===== config.mk =====
export PLATFORM = sky130hd
export DESIGN_NAME = alm_two_word
export DESIGN_NICKNAME = d
export VERILOG_FILES = /design/src/rtl/alm_pkg.sv /design/src/rtl/alm_status_cmp.sv /design/src/rtl/alm_host_regs.sv /design/src/rtl/alm_src_reg.sv /design/src/rtl/alm_two_word.sv
export SDC_FILE = /design/constraint.sdc
export NUM_CORES = 1
export LEC_CHECK = 0
export BUFFER_PORTS_ARGS = -buffer_cell sky130_fd_sc_hd__buf_2
export CAP_MARGIN = 5
export CORE_AREA = 2 2 88 90
export CTS_CLUSTER_SIZE = 28
export DETAILED_ROUTE_END_ITERATION = 8
export DIE_AREA = 0 0 90 92
export GPL_TIMING_DRIVEN = 0
export PLACE_DENSITY = 0.82
export SYNTH_ARGS = -nofsm -noshare
export SYNTH_HDL_FRONTEND = slang
export SYNTH_SLANG_ARGS = --single-unit

===== constraint.sdc =====
create_clock -name clk -period 3.3 [get_ports clk]
set_input_delay 0.825 -clock clk [delete_from_list [all_inputs] [get_ports clk]]
set_output_delay 0.825 -clock clk [all_outputs]
set_load 0.02 [all_outputs]

===== src/rtl/alm_pkg.sv =====
package alm_pkg;
   localparam int FUNC_W = 5;
   localparam int SUB_W  = 4;

   localparam logic [FUNC_W-1:0] F_READ    = 5'd0;
   localparam logic [FUNC_W-1:0] F_WRITE   = 5'd16;
   localparam logic [FUNC_W-1:0] F_IRQ_OFF = 5'd24;
   localparam logic [FUNC_W-1:0] F_IRQ_ON  = 5'd26;

   localparam logic [SUB_W-1:0] A_STAT = 4'd0;
   localparam logic [SUB_W-1:0] A_NOM  = 4'd2;
   localparam logic [SUB_W-1:0] A_SMSK = 4'd3;
   localparam logic [SUB_W-1:0] A_LMSK = 4'd4;
   localparam logic [SUB_W-1:0] A_BAD  = 4'd5;
   localparam logic [SUB_W-1:0] A_SRC  = 4'd6;

   localparam int B_SERR = 0;
   localparam int B_TCLK = 12;
   localparam int B_MDAT = 13;
   localparam int B_RAMP = 14;
   localparam int B_ILL  = 15;

   localparam int N_MON = 2;

   typedef struct packed {
      logic             rd;
      logic             wr;
      logic             on;
      logic             off;
      logic [SUB_W-1:0] sub;
   } host_cmd_t;

   function automatic host_cmd_t decode_cmd(input logic stb,
                                            input logic [FUNC_W-1:0] f,
                                            input logic [SUB_W-1:0] a);
      host_cmd_t c;
      c.rd  = stb && (f == F_READ);
      c.wr  = stb && (f == F_WRITE);
      c.on  = stb && (f == F_IRQ_ON);
      c.off = stb && (f == F_IRQ_OFF);
      c.sub = a;
      return c;
   endfunction

   function automatic int mon_bit(input int idx);
      return (idx == 0) ? B_MDAT : B_TCLK;
   endfunction
endpackage


===== src/rtl/alm_status_cmp.sv =====
module alm_status_cmp
   import alm_pkg::*;
#(
   parameter int DW = 16
) (
   input  logic          clk,
   input  logic          rst_n,
   input  logic [DW-1:0] status_in,
   input  logic [DW-1:0] nom,
   input  logic [DW-1:0] smask,
   output logic [DW-1:0] status_q,
   output logic [DW-1:0] bad,
   output logic          bad_any
);
   always_ff @(posedge clk) begin
      if (!rst_n) status_q <= '0;
      else        status_q <= status_in;
   end

   always_comb begin
      bad     = (status_q ^ nom) & smask;
      bad_any = |bad;
   end

   assert_bad_clear_R1: assert property (@(posedge clk) disable iff (!rst_n)
      (smask == '0) |-> !bad_any);
endmodule


===== src/rtl/alm_host_regs.sv =====
module alm_host_regs
   import alm_pkg::*;
#(
   parameter int              DW        = 16,
   parameter logic [DW-1:0]   LMASK_RST = 16'h0001
) (
   input  logic          clk,
   input  logic          rst_n,
   input  host_cmd_t     cmd,
   input  logic [DW-1:0] wdata,
   output logic [DW-1:0] nom,
   output logic [DW-1:0] smask,
   output logic [DW-1:0] lmask,
   output logic          irq_en
);
   always_ff @(posedge clk) begin
      if (!rst_n) begin
         nom    <= '0;
         smask  <= '0;
         lmask  <= LMASK_RST;
         irq_en <= 1'b0;
      end else begin
         if (cmd.wr) begin
            case (cmd.sub)
               A_NOM:   nom   <= wdata;
               A_SMSK:  smask <= wdata;
               A_LMSK:  lmask <= wdata;
               default: ;
            endcase
         end
         if (cmd.on)       irq_en <= 1'b1;
         else if (cmd.off) irq_en <= 1'b0;
      end
   end

   assert_nom_hold_R3: assert property (@(posedge clk) disable iff (!rst_n)
      !(cmd.wr && cmd.sub == A_NOM) |=> $stable(nom));
   assert_en_on_R10: assert property (@(posedge clk) disable iff (!rst_n)
      cmd.on |=> irq_en);
   assert_en_off_R10: assert property (@(posedge clk) disable iff (!rst_n)
      cmd.off |=> !irq_en);
endmodule


===== src/rtl/alm_src_reg.sv =====
module alm_src_reg
   import alm_pkg::*;
#(
   parameter int DW   = 16,
   parameter int NMON = N_MON
) (
   input  logic            clk,
   input  logic            rst_n,
   input  logic            bad_any,
   input  logic            ill_evt,
   input  logic            ramp_evt,
   input  logic [NMON-1:0] mon_pulse,
   input  logic            tick,
   input  logic            rd_clr,
   output logic [DW-1:0]   src
);
   logic            serr_q, ill_q, ramp_q;
   logic [NMON-1:0] miss_q;

   always_ff @(posedge clk) begin
      if (!rst_n) begin
         serr_q <= 1'b0;
         ill_q  <= 1'b0;
         ramp_q <= 1'b0;
      end else begin
         serr_q <= bad_any;
         ill_q  <= (ill_q  && !rd_clr) || ill_evt;
         ramp_q <= (ramp_q && !rd_clr) || ramp_evt;
      end
   end

   for (genvar i = 0; i < NMON; i++) begin : g_mon
      logic seen_q;
      always_ff @(posedge clk) begin
         if (!rst_n) begin
            seen_q    <= 1'b0;
            miss_q[i] <= 1'b0;
         end else if (tick) begin
            seen_q    <= 1'b0;
            miss_q[i] <= !(seen_q || mon_pulse[i]);
         end else begin
            seen_q    <= seen_q || mon_pulse[i];
         end
      end
   end

   always_comb begin
      src         = '0;
      src[B_SERR] = serr_q;
      src[B_ILL]  = ill_q;
      src[B_RAMP] = ramp_q;
      for (int i = 0; i < NMON; i++) src[mon_bit(i)] = miss_q[i];
   end

   assert_serr_follow_R6: assert property (@(posedge clk) disable iff (!rst_n)
      bad_any |=> src[B_SERR]);
   assert_ill_sticky_R7: assert property (@(posedge clk) disable iff (!rst_n)
      (src[B_ILL] && !rd_clr) |=> src[B_ILL]);
   assert_ramp_set_R7: assert property (@(posedge clk) disable iff (!rst_n)
      ramp_evt |=> src[B_RAMP]);
   assert_miss_hold_R8: assert property (@(posedge clk) disable iff (!rst_n)
      !tick |=> $stable(src[B_MDAT:B_TCLK]));
endmodule


===== src/rtl/alm_two_word.sv =====
module alm_two_word
   import alm_pkg::*;
#(
   parameter int            DW        = 16,
   parameter logic [DW-1:0] LMASK_RST = 16'h0001
) (
   input  logic              clk,
   input  logic              rst_n,
   input  logic [DW-1:0]     status_in,
   input  logic              ill_write_evt,
   input  logic              ramp_mod_evt,
   input  logic              mdat_pulse,
   input  logic              tclk_pulse,
   input  logic              window_tick,
   input  logic              host_stb,
   input  logic [FUNC_W-1:0] host_func,
   input  logic [SUB_W-1:0]  host_sub,
   input  logic [DW-1:0]     host_wdata,
   output logic [DW-1:0]     host_rdata,
   output logic              irq
);
   if (DW < 16) begin : g_bad_width
      $error("alm_two_word: DW must be at least 16 to hold the source bits");
   end

   host_cmd_t     cmd;
   logic [DW-1:0] nom, smask, lmask, status_q, bad, src;
   logic          irq_en, bad_any;

   assign cmd = decode_cmd(host_stb, host_func, host_sub);

   alm_host_regs #(.DW(DW), .LMASK_RST(LMASK_RST)) u_regs (
      .clk(clk), .rst_n(rst_n), .cmd(cmd), .wdata(host_wdata),
      .nom(nom), .smask(smask), .lmask(lmask), .irq_en(irq_en)
   );

   alm_status_cmp #(.DW(DW)) u_cmp (
      .clk(clk), .rst_n(rst_n), .status_in(status_in), .nom(nom),
      .smask(smask), .status_q(status_q), .bad(bad), .bad_any(bad_any)
   );

   alm_src_reg #(.DW(DW), .NMON(N_MON)) u_src (
      .clk(clk), .rst_n(rst_n), .bad_any(bad_any),
      .ill_evt(ill_write_evt), .ramp_evt(ramp_mod_evt),
      .mon_pulse({tclk_pulse, mdat_pulse}), .tick(window_tick),
      .rd_clr(cmd.rd && cmd.sub == A_SRC), .src(src)
   );

   always_ff @(posedge clk) begin
      if (!rst_n) begin
         irq        <= 1'b0;
         host_rdata <= '0;
      end else begin
         irq <= irq_en && (|(src & lmask));
         if (cmd.rd) begin
            case (cmd.sub)
               A_STAT:  host_rdata <= status_q;
               A_NOM:   host_rdata <= nom;
               A_SMSK:  host_rdata <= smask;
               A_LMSK:  host_rdata <= lmask;
               A_BAD:   host_rdata <= bad;
               A_SRC:   host_rdata <= src;
               default: host_rdata <= '0;
            endcase
         end
      end
   end

   assert_bypass_R10: assert property (@(posedge clk) disable iff (!rst_n)
      !irq_en |=> !irq);
   assert_irq_cause_R9: assert property (@(posedge clk) disable iff (!rst_n)
      irq |-> $past(|(src & lmask)));
endmodule


==> results_dict.tcl <==
set metrics [dict create \
    antenna_left 0 \
    cap_violations 0 \
    avgRoutedWirePerCell_um 18.1 \
    cp.arrival_ns 2.61 \
    hold_violations 0 \
    synth_compound_area_frac 0.178 \
    synthAdderAreaFrac 0 \
    grt_max_degree 16 \
    cts_made_buffers 9 \
    ys_async_sr_fraction 0 \
    grt_pass1_wl_um 18100 \
    cts_hold_buffers 0 \
    yosysSeqAreaShare 0.419 \
    post-cts-setup-buffers 0 \
    leakage_nw 2.06 \
    synth_cell_types 54 \
    cts_tree "yes" \
    numPortBuffers 62 \
    reg2regPathDepth 4 \
    overflow 0 \
    die_h_um 92 \
    synth_largest_area_cell "dfxtp_1" \
    setup_violations 0 \
    layout-drive-gt1-share 0.244 \
    synthSimpleGateAreaFrac 0.204 \
    drv_slew 0 \
    total_power_mw 1.99 \
    netlist_instances 431 \
    holdPathStages 2 \
    preCtsSetupSlack_ns 0.740 \
    endpoint_kind "flop" \
    clock_latency_ns 0.36 \
    clk_pin_slew_worst_paths_ns 0.09 \
    viasPerCell 5.80 \
    cts_num_sinks 89 \
    crit_path_start "host_sub[0]" \
    ff2ff_setup_slack_ns 1.77 \
    nNetsFinal 553 \
    drcViolationCount 0 \
    yosys.area_share.xor_xnor 0.0329 \
    worstPathRequired_ns 3.61 \
    synth_edf_count 0 \
    vias 3546 \
    period_share 0.699 \
    synth_top_family_by_area "simple AND/OR/NAND/NOR gates" \
    first_iter_violations 305 \
    wirelength_um 11100 \
    root_buffer "clkbuf_8" \
    ctsLongestPathBuffers 2 \
    fmax_mhz 433 \
    fin_ws_ns 0.993 \
    die_x_um 90 \
    slew_headroom 0.179 \
    syn_area_per_cell_sq_um 9.88 \
    crit_fanout 10 \
    place_congestion 0.932 \
    netlist.area_leader.share 0.419 \
    grt_usage 0.278 \
    std_cell_rows 32 \
    yosysWarnings 0 \
    netlist_area_sq_um 4260 \
    htreeDepth 3 \
    r2r_start "u_regs.nom[4]" \
    diodes 0 \
    min_from "u_regs.irq_en" \
    crit_type "in2reg" \
    cts_resized 0 \
    syn-num-nets 480 \
    initial_core_util 0.572 \
    synthMuxAreaShare 0.123 \
    core_area_sq_um 7450 \
    synth.most_common_cell "dfxtp_1" \
    ys.flop_type "dfxtp_1" \
    ys_top_cells_by_count "89 x dfxtp_1, 52 x nand2_1, 41 x mux2i_1" \
    hold_class "reg2reg" \
    ys_ff_latch 89 \
    peakVddDrop_v 0.000225 \
    fin_setup_tns_ns 0 \
    skew_ns 0.00944 \
    synth_area_leaders "dfxtp_1 42%, mux2i_1 9.6%, nor2b_1 5.7%" \
    min_period_ns 2.31 \
    dp_hpwl_um 7750 \
    worstMarginPinSlew_ns 1.22 \
    area_delta_synth_final_pct 14.7 \
    first_pass_iters 5 \
    rsz0062_at_grt "no" \
    cp-start-kind "input port" \
    antenna_found_initial 0 \
    power_density_nw_per_um2 407 \
    die_area_sq_um 8280 \
    status "finished clean" \
    grt_pass1_vias 3688 \
    pin_count 66 \
]
[cell usage in the layout, fill, tap and decap left out, types with 3 or more instances in the layout]
master	n
buf_6	3
o221a_2	7
a31oi_1	4
o22ai_1	4
o2bb2ai_1	7
a21boi_0	15
xnor2_1	5
mux2i_1	41
nor2b_1	39
clkbuf_8	11
nand2_1	52
and2_1	17
clkbuf_1	17
buf_2	71
dfxtp_1	89
a22oi_1	10
nand4b_1	5
nand3b_1	3
nand2b_1	7
nor3_1	3
xor2_1	11
nor2_1	8
nand3_1	3
o2bb2ai_2	9
mux2_2	8
inv_1	5
o21ai_0	10
a22o_1	3
a221oi_1	3
[worst paths after layout]
kind / endpoint
setup / recovery: host_rdata[5]
hold / removal: irq
setup reg to reg: u_src.serr_q
hold reg to reg: irq
[registers in the layout, summed over array words and instances (netlist names), 2 cells and up]
name	flops
u_src.g_mon.seen_q	2
u_cmp.status_q	16
u_regs.nom	16
u_regs.smask	16
u_regs.lmask	16
u_src.src	2
host_rdata	16
[per-layer routing]
layer,global-route usage,up-vias,part of all wire
met4,0.127,0,0.032
li1,-,1671,-
met5,0,-,0
met1,0.356,1665,0.43
met2,0.464,177,0.48
met3,0.0452,33,0.061
[per-stage QoR]
step	instances	cell area, sq um	hold WS, ns	util
CTS	611	4880	0.451	0.656
global placement	595	4690	0.435	0.630
detailed placement	595	4690	0.440	0.630
finish	611	4880	0.459	0.656
floorplan	431	4260	0.412	-
global route	611	4880	0.464	0.656
[report_power, final]
| part | switching, mW | total, mW | internal (mW) |
|---|---|---|---|
| registers | 0.0117 | 1.10 | 1.09 |
| clock network | 0.397 | 0.716 | 0.319 |
| logic | 0.0956 | 0.170 | 0.0749 |
| total | 0.504 | 1.99 | 1.48 |
[layout make-up]
| class | instances | area, sq um |
|---|---|---|
| plain buffers | 31 | 168 |
| flip-flops and latches | 89 | 1780 |
| inverters | 5 | 18.8 |
| fillers | 601 | 2560 |
| clock buffers | 11 | 151 |
| well taps | 102 | 128 |
| clock inverters | 5 | 37.5 |
| multi-input cells | 306 | 2290 |
| repair buffers | 62 | 310 |
[cell families (layout without fill, tap and decap cells)]
logic type,after synthesis,in the layout
compound gates,87,87
xor+xnor,16,16
buf+inv,36,114
flops,89,89
mux,50,50
simple gates,153,153
[worst max-delay path, cell delays in order]
cell	delay (ns)
buf_2	0.14
buf_2	0.18
nor3_1	0.99
nand2_1	0.13
o221a_2	0.21
o2bb2ai_4	0.13
(Power assumes the default switching activity.)
